--- config.mk ---
export PLATFORM = sky130hd
export DESIGN_NAME = serial_tx_queue
export DESIGN_NICKNAME = d
export VERILOG_FILES = /design/src/rtl/stq_pkg.sv /design/src/rtl/stq_fifo.sv /design/src/rtl/stq_shifter.sv /design/src/rtl/serial_tx_queue.sv
export SDC_FILE = /design/constraint.sdc
export NUM_CORES = 1
export LEC_CHECK = 0
export BUFFER_PORTS_ARGS = -buffer_cell sky130_fd_sc_hd__buf_4
export CORE_MARGIN = 2
export CORE_UTILIZATION = 45
export CTS_BUF_LIST = sky130_fd_sc_hd__clkbuf_16
export CTS_CLUSTER_DIAMETER = 50
export DETAILED_ROUTE_END_ITERATION = 8
export PLACE_DENSITY = 0.67
export RECOVER_POWER = 50
export SETUP_SLACK_MARGIN = 0.4
export SLEW_MARGIN = 20
export SYNTH_ARGS = -nofsm -noshare
export SYNTH_HDL_FRONTEND = slang
export SYNTH_HIERARCHICAL = 1
export SYNTH_SLANG_ARGS = --single-unit
--- constraint.sdc ---
create_clock -name clk -period 2.9 [get_ports clk]
set_input_delay 0.145 -clock clk [delete_from_list [all_inputs] [get_ports clk]]
set_output_delay 0.145 -clock clk [all_outputs]
set_load 0.01 [all_outputs]
--- src/rtl/stq_pkg.sv ---
package stq_pkg;

    localparam int TX_DATA_W = 8;
    localparam int TX_DEPTH  = 16;
    localparam int TX_OVS    = 16;

    localparam int TX_SUB_W  = $clog2(TX_OVS);
    localparam int TX_LAST   = TX_DATA_W + 1;
    localparam int TX_POS_W  = $clog2(TX_LAST + 1);

    typedef struct packed {
        logic                  busy;
        logic                  line;
        logic [TX_SUB_W-1:0]   sub;
        logic [TX_POS_W-1:0]   pos;
        logic [TX_DATA_W-1:0]  shreg;
    } tx_state_t;

    function automatic tx_state_t idle_state();
        tx_state_t s;
        s.busy  = 1'b0;
        s.line  = 1'b1;
        s.sub   = '0;
        s.pos   = '0;
        s.shreg = '0;
        return s;
    endfunction

    function automatic tx_state_t load_state(input logic [TX_DATA_W-1:0] b);
        tx_state_t s;
        s.busy  = 1'b1;
        s.line  = 1'b0;
        s.sub   = '0;
        s.pos   = '0;
        s.shreg = b;
        return s;
    endfunction

endpackage

--- src/rtl/stq_fifo.sv ---
module stq_fifo #(
    parameter int DATA_W = stq_pkg::TX_DATA_W,
    parameter int DEPTH  = stq_pkg::TX_DEPTH
) (
    input  logic              clk,
    input  logic              rst,
    input  logic              clr,
    input  logic              push,
    input  logic [DATA_W-1:0] push_data,
    input  logic              pop,
    output logic [DATA_W-1:0] head,
    output logic              empty,
    output logic              full,
    output logic              half
);
    localparam int PTR_W = $clog2(DEPTH);
    localparam int CNT_W = $clog2(DEPTH + 1);

    logic [DATA_W-1:0] mem [DEPTH];
    logic [PTR_W-1:0]  wr_ptr, rd_ptr;
    logic [CNT_W-1:0]  count;
    logic              push_ok, pop_ok;

    assign push_ok = push && !full;
    assign pop_ok  = pop && !empty;

    assign empty = (count == '0);
    assign full  = (count == CNT_W'(DEPTH));
    assign half  = (count >= CNT_W'(DEPTH / 2));
    assign head  = mem[rd_ptr];

    always_ff @(posedge clk) begin
        if (push_ok && !clr && !rst) mem[wr_ptr] <= push_data;
    end

    always_ff @(posedge clk) begin
        if (rst || clr) begin
            wr_ptr <= '0;
            rd_ptr <= '0;
            count  <= '0;
        end else begin
            if (push_ok) wr_ptr <= wr_ptr + 1'b1;
            if (pop_ok)  rd_ptr <= rd_ptr + 1'b1;
            case ({push_ok, pop_ok})
                2'b10:   count <= count + 1'b1;
                2'b01:   count <= count - 1'b1;
                default: count <= count;
            endcase
        end
    end

    p_no_overflow_r8: assert property (@(posedge clk) disable iff (rst)
        count <= CNT_W'(DEPTH));
    p_full_holds_r8: assert property (@(posedge clk) disable iff (rst)
        (full && push && !pop && !clr) |=> full);
    p_clear_empties_r9: assert property (@(posedge clk) disable iff (rst)
        clr |=> empty);
    p_full_implies_half_r7: assert property (@(posedge clk) disable iff (rst)
        full |-> half);
endmodule

--- src/rtl/stq_shifter.sv ---
module stq_shifter #(
    parameter int DATA_W = stq_pkg::TX_DATA_W,
    parameter int OVS    = stq_pkg::TX_OVS
) (
    input  logic              clk,
    input  logic              rst,
    input  logic              tick,
    input  logic              have_data,
    input  logic [DATA_W-1:0] head,
    output logic              take,
    output logic              line
);
    import stq_pkg::*;

    tx_state_t st, nxt;

    always_comb begin
        nxt  = st;
        take = 1'b0;
        if (tick) begin
            if (!st.busy) begin
                if (have_data) begin
                    nxt  = load_state(head);
                    take = 1'b1;
                end
            end else if (st.sub == TX_SUB_W'(OVS - 1)) begin
                nxt.sub = '0;
                if (st.pos == TX_POS_W'(TX_LAST)) begin
                    if (have_data) begin
                        nxt  = load_state(head);
                        take = 1'b1;
                    end else begin
                        nxt = idle_state();
                    end
                end else begin
                    nxt.pos = st.pos + 1'b1;
                    if (st.pos == '0) begin
                        nxt.line = st.shreg[0];
                    end else if (st.pos < TX_POS_W'(DATA_W)) begin
                        nxt.shreg = st.shreg >> 1;
                        nxt.line  = st.shreg[1];
                    end else begin
                        nxt.line = 1'b1;
                    end
                end
            end else begin
                nxt.sub = st.sub + 1'b1;
            end
        end
    end

    always_ff @(posedge clk) begin
        if (rst) st <= idle_state();
        else     st <= nxt;
    end

    assign line = st.line;

    p_idle_high_r1: assert property (@(posedge clk) disable iff (rst)
        !st.busy |-> line);
    p_hold_without_tick_r3: assert property (@(posedge clk) disable iff (rst)
        !tick |=> $stable(line));
    p_start_low_r2: assert property (@(posedge clk) disable iff (rst)
        take |=> !line);
    p_take_needs_data_r5: assert property (@(posedge clk) disable iff (rst)
        take |-> (have_data && tick));
endmodule

--- src/rtl/serial_tx_queue.sv ---
module serial_tx_queue #(
    parameter int DATA_W = stq_pkg::TX_DATA_W,
    parameter int DEPTH  = stq_pkg::TX_DEPTH,
    parameter int OVS    = stq_pkg::TX_OVS
) (
    input  logic              clk,
    input  logic              rst,
    input  logic              buf_clr,
    input  logic              baud16_en,
    input  logic              wr_en,
    input  logic [DATA_W-1:0] wr_data,
    output logic              txd,
    output logic              full,
    output logic              half_full
);
    logic [DATA_W-1:0] head;
    logic              empty, take;

    stq_fifo #(.DATA_W(DATA_W), .DEPTH(DEPTH)) u_fifo (
        .clk(clk), .rst(rst), .clr(buf_clr),
        .push(wr_en), .push_data(wr_data), .pop(take),
        .head(head), .empty(empty), .full(full), .half(half_full)
    );

    stq_shifter #(.DATA_W(DATA_W), .OVS(OVS)) u_shift (
        .clk(clk), .rst(rst), .tick(baud16_en),
        .have_data(!empty), .head(head), .take(take), .line(txd)
    );
endmodule

# Yosys cells after proc, flatten, opt, wreduce, memory -nomap -nowiden
# Memory sizes are Yosys's and may differ from the RTL's. A register that Yosys moved wholly into a read port is not among the register bits.
# Index checks and enable logic that the tools add are counted.
# Widths: inputs -> output; s select.
[op_classes] add_sub_neg=6 mul=0 div_mod_pow=0 order_cmp=2 n_eq_ne=9 shift=0 n_mux=24 n_bitwise=0 reduce_logical=15
[ops] op="$mux 18" count=3
[ops] op="$mux 12" count=2
[ops] op="$add 4x1->4 const B" count=4
[ops] op="$mux 4" count=4
[ops] op="$mux 8" count=2
[ops] op="$mux 1" count=11
[ops] op="$pmux 5 s2" count=1
[ops] op="$eq 4x4->1 const B" count=2
[ops] op="$ne 3x3->1 const B" count=2
[ops] op="$add 5x1->5 const B" count=1
[ops] op="$eq 5x5->1 const B" count=1
[ops] op="$ge 5x4->1 const B" count=1
[ops] op="$logic_not 5->1" count=1
[ops] op="$reduce_and 5->1" count=1
[ops] op="$sub 5x1->5 const B" count=1
[ops] op="$logic_and 1x1->1" count=4
[ops] op="$logic_not 1->1" count=4
[ops] op="$logic_not 4->1" count=1
[ops] op="$lt 4x4->1 const B" count=1
[ops] op="$reduce_and 3->1" count=1
[ops] op="$eq 2x1->1 const B" count=1
[ops] op="$eq 2x2->1 const B" count=1
[ops] op="$mux 2" count=1
[ops] op="$ne 2x1->1 const B" count=1
[ops] op="4 further kinds" count=4
[totals] regBits=31 latch_bits=0 mem_bits_rw=128 mem_bits_ro=0 in_bits=13 out_inout_bits=3 wordCells=65 mem_count=1
[memory_table] name="u_fifo.mem" depth=16 width=8 read_ports=1 rd_ports_with_merged_regs=1 write_ports=1 line="stq_fifo.sv:19" rtl="logic [DATA_W-1:0] mem [DEPTH];"

# Longest topological paths before layout
[depth] ltp_word=9 mapped_depth=15 ltp_nobuf=13

# By module
# Netlist, hierarchy kept.
[by_module_without_submodules] mod="stq_fifo" instances=1 cells_per_inst=311 area_per_inst_um2=5756.8 seq_area_each_um2=4184.0
[by_module_without_submodules] mod="stq_shifter" instances=1 cells_per_inst=121 area_per_inst_um2=1039.7 seq_area_each_um2=360.3
[by_module_without_submodules] mod="serial_tx_queue" instances=1 cells_per_inst=1 area_per_inst_um2=3.8 seq_area_each_um2=0.0

# Worst setup path before layout
# Ideal clock, no wire load.
[synth_path] path_kind="reg2reg" startpoint="register u_fifo.count[0]" endpoint="register u_fifo.count[4]" setup_ns=0.128 arrival_ns=2.861 required_time_ns=2.772 slack_ns=-0.089 stages_incl_launch_ff=16 path_buffers=2 period_less_slack_ns=2.989 cell_sequence="dfxtp_1 -> or4_1 -> buf_2 -> nor2_1 -> inv_1 -> buf_2 -> and2_1 -> and3_1 -> o21ai_2 -> inv_1 -> ha_1 -> ha_1 -> nand3_1 -> and4b_1 -> o211ai_1 -> o31ai_1"
[synth_between] elab_chain_len=9 word_cells_on_any_way=17 cone_classes="add/sub: 2; eq/ne: 3; mux: 6; reduce/logical: 6"
[synth_lines] element="start: declaration" line="stq_fifo.sv:21" rtl="logic [CNT_W-1:0] count;"
[synth_lines] element="start signal: assignment" line="stq_fifo.sv:45" rtl="2'b10: count <= count + 1'b1;"
[synth_lines] element="start signal: assignment" line="stq_fifo.sv:46" rtl="2'b01: count <= count - 1'b1;"
[synth_lines] element="start signal: assignment" line="stq_fifo.sv:47" rtl="default: count <= count;"
[synth_lines] element="$logic_not 5->1 (*)" line="stq_fifo.sv:27" rtl="assign empty = (count == '0);"
[synth_lines] element="named net empty" line="serial_tx_queue.sv:17" rtl="logic empty, take;"
[synth_lines] element="$mux 1 (*)" line="stq_shifter.sv:22, stq_shifter.sv:29"
[synth_lines] element="$mux 1" line="stq_shifter.sv:28" rtl="if (st.pos == TX_POS_W'(TX_LAST)) begin"
[synth_lines] element="$mux 1" line="stq_shifter.sv:26" rtl="end else if (st.sub == TX_SUB_W'(OVS - 1)) begin"
[synth_lines] element="$mux 1 (*)" line="stq_shifter.sv:21" rtl="if (!st.busy) begin"
[synth_lines] element="$mux 1 (*)" line="stq_shifter.sv:20" rtl="if (tick) begin"
[synth_lines] element="named net take" line="serial_tx_queue.sv:17"
[synth_lines] element="$logic_and 1x1->1 (*)" line="stq_fifo.sv:25" rtl="assign pop_ok = pop && !empty;"
[synth_lines] element="named net u_fifo.pop_ok" line="stq_fifo.sv:22" rtl="logic push_ok, pop_ok;"
[synth_lines] element="$eq 2x1->1 or $eq 2x2->1 (tied branches)" line="stq_fifo.sv:44" rtl="case ({push_ok, pop_ok})"
[synth_lines] element="$pmux 5 s2 or $reduce_bool 2->1 (tied branches)"
# The timed path passes the listed nets; every way through them passes the cells marked *.
# A chain may end at the register's enable or synchronous reset.

# Worst setup path in the final report
[layout_path] startpoint="register u_fifo.count[3]" endpoint="register u_fifo.count[2]"
# The elaborated chain is that of the path after synthesis.

==> impl_metrics.ini <==
[sta]
setup_tns_ns = 0
relSlewSlack_pct = 44.1
rsz0062_at_grt = yes
holdWs_ns = 0.0631
drv_slew = 0
hold_viol_final = 0
tightest_slew_ns = 0.836
period_needed_ns = 2.76
worst_clock_skew_ns = 0.00930
post-route-period-util_pct = 95.2
setup_viol = 0
fmax_ghz = 0.362

[worst_setup_path]
cpMostUsedCell = nor2_1
cp-start-kind = flip-flop
required_ns = 3.20
critPathCaptureType = flip-flop
cp_slowest_cell = or4_1
crit_fanout = 6
arrival_ns = 3.06
crit_path_max_incr_delay_ns = 0.57
criticalPathCategory = reg2reg
crit_chain = or4_1 -> nor2_2 -> inv_1 -> and2_4 -> and3_4 -> o21ai_4 -> inv_2 -> ha_4 -> fa_2 -> buf_4 -> xnor2_2 -> nor2_1 -> a21oi_1 -> nor2_1

[finish]
finalInstanceArea_um2 = 7750
fillers = 1181
final_common_cell = edfxtp_1
most-common-layout-cells = edfxtp_1 (128), mux4_2 (32), dfxtp_1 (32), nor2_1 (29), nand2_1 (29)
multi_input_area_um2 = 2160
fin_cells = 655
seq_area_um2 = 4550
nets = 484
diodes = 0
drive_gt1_share_pct = 23.8
syn2layout_area_growth_pct = 14.0

[cts]
clockBufferDepth = 2
clk_pin_slew_worst_paths_ns = 0.06
cts_root_buf = clkbuf_16
cts_tree = yes
cts_buffers = 17
hold_buffers = 0
htreeDepth = 4
clk_latency_ns = 0.42
clkSinkCount = 163

[yosys]
synthesis.area_um2 = 6800
synthCells = 433
synth_nets = 457
yosysSeqAreaShare_pct = 66.8
ys_ff_latch = 163
synth.avg_cell_area_um2 = 15.7
synth_warnings = 6
synth_ff_type = edfxtp_1
synth_edf_count = 128
async_flop_share_pct = 0
ys_types = 58

[floorplan]
die_h_um = 127
ios = 16
die_w_um = 127
dieArea_um2 = 16100
start_util_pct = 46.4
coreArea_um2 = 14600
rows = 44

[route]
drtIter0Drc = 295
viasPerCell = 5.79
drc = 0
via_count = 3790
wl_mm = 12.7
drt-pass1-iter-count = 5
wl_per_cell_um = 19.4
ant_nets = 0

[placement]
placedCellCount = 616
hpwl_mm = 8.13
io_buffer_count = 15
dpl-instance-area_um2 = 7140
place_congestion = 0.780

[power_and_ir_drop]
p_switching_uw = 976
ir_worst_vdd_mv = 0.471
swShare_pct = 20.3
p_comb_share_pct = 3.0
clkPwrFrac_pct = 44.2
finalPower_uw = 4810
power.density_nw_per_um2 = 621
sequentialPowerShare_pct = 52.8
p_int_uw = 3840
p_leak_uw = 0.00251

[status]
status = finished clean

[worst_hold_path]
min_path_type = in2reg

[global_routing]
grt_pass1_wl_mm = 20.2
grt_pass1_vias = 3747
antenna_found_initial = 0
grt_remaining_overflow = 0
grt_max_degree = 33
grt_usage_pct = 16.7

[flow_run]
max_cap_violations = 0
## cell type report
cell class / instances / share of cell area [%]
Sequential cell: 163 / 58.7
Multi-Input combinational cell: 233 / 27.9
Clock buffer: 17 / 5.49
Tap cell: 184 / 2.97
Timing Repair Buffer: 33 / 2.58
Clock inverter: 13 / 1.76
Inverter: 12 / 0.581
## synth_stat cells (4+ instances only)
cell      count  area share, %
nand3_1      16            1.2
a22oi_1      17            1.9
o21ai_0       4           0.29
o211ai_1      5           0.55
or4_1         4           0.44
buf_2         5           0.37
nor3_1        4           0.29
dfxtp_1      35             10
nor2_1       30            1.7
inv_1        11           0.61
ha_1         10            1.8
buf_6         4           0.66
xor2_1        4           0.52
mux2i_1       4           0.59
edfxtp_1    128             57
clkbuf_1     10           0.55
a311oi_1      4           0.52
mux4_2       32             11
a21oi_1      11           0.81
nand2_1      29            1.6
and2_1       14            1.3
## worst max-delay path, delay by kind of cell (launching register included)
| kind | cells | cell delay (ns) |
|---|---|---|
| AND/OR/NAND/NOR | 6 | 1.09 |
| buffers and inverters | 3 | 0.28 |
| AO/OA/AOI/OAI | 2 | 0.18 |
| adder cells (fa/ha/maj) | 2 | 0.62 |
| flip-flops | 1 | 0.34 |
| XOR/XNOR | 1 | 0.12 |
## timing repair
| action | 4_1_cts | 5_1_grt |
|---|---|---|
| pin swaps | 1 | 7 |
| setup endpoints to repair | 4 | 36 |
| setup buffers | 4 | 5 |
| resized for setup | 5 | 8 |
| cloned | 0 | 0 |
## flip-flops by register name, indices dropped and copies added, names as in the netlist, named ones only
register	count
u_fifo/mem	128
u_shift/st	17
u_fifo/count	5
u_fifo/wr_ptr	4
u_shift/line	1
u_fifo/rd_ptr	4
## path summary, 6_finish.rpt
check                  start              end  slack, ns  cells past startpoint
max reg2reg  u_fifo/count[3]  u_fifo/count[2]       0.14                     14
min reg2reg     u_shift/line     u_shift/line       0.48                      2
min                      rst   u_shift/st[15]       0.06                      2
max          u_fifo/count[3]  u_fifo/count[2]       0.14                     14
## power by group through the flow
stage,logic (uW),clock network [uW],registers [uW]
after global placement,139,0,2590
after detailed placement,145,0,2590
after CTS,149,2170,2540
after floorplan,92.3,0,2590
final,144,2130,2540
after global routing,159,2260,2540
## cell families (layout without fill, tap and decap cells)
kind of cell | after synthesis | in the layout | synth area share [%]
mux | 37 | 37 | 11.4
compound gates | 61 | 61 | 7.14
simple gates | 118 | 118 | 8.83
flops | 163 | 163 | 66.8
fa+ha+maj | 11 | 11 | 2.13
buf+inv | 37 | 75 | 2.94
xor+xnor | 6 | 6 | 0.773
## routing by layer
metal / track usage (%) / share of wire (%) / wire, um
met1: 21.2 / 43 / 5450
met2: 28.0 / 51 / 6490
met3: 3.88 / 4.8 / 611
met4: 6.33 / 1.1 / 144
met5: 0 / 0 / 0
## through the flow
step                      util [%]  worst slack, ns
after floorplan                  -           0.0600
after global placement        48.8            0.223
after detailed placement      48.8            0.108
after CTS                     52.9            0.207
after global routing          52.9           0.0767
final                         52.9            0.140
Power figures use the tool's default switching activity.
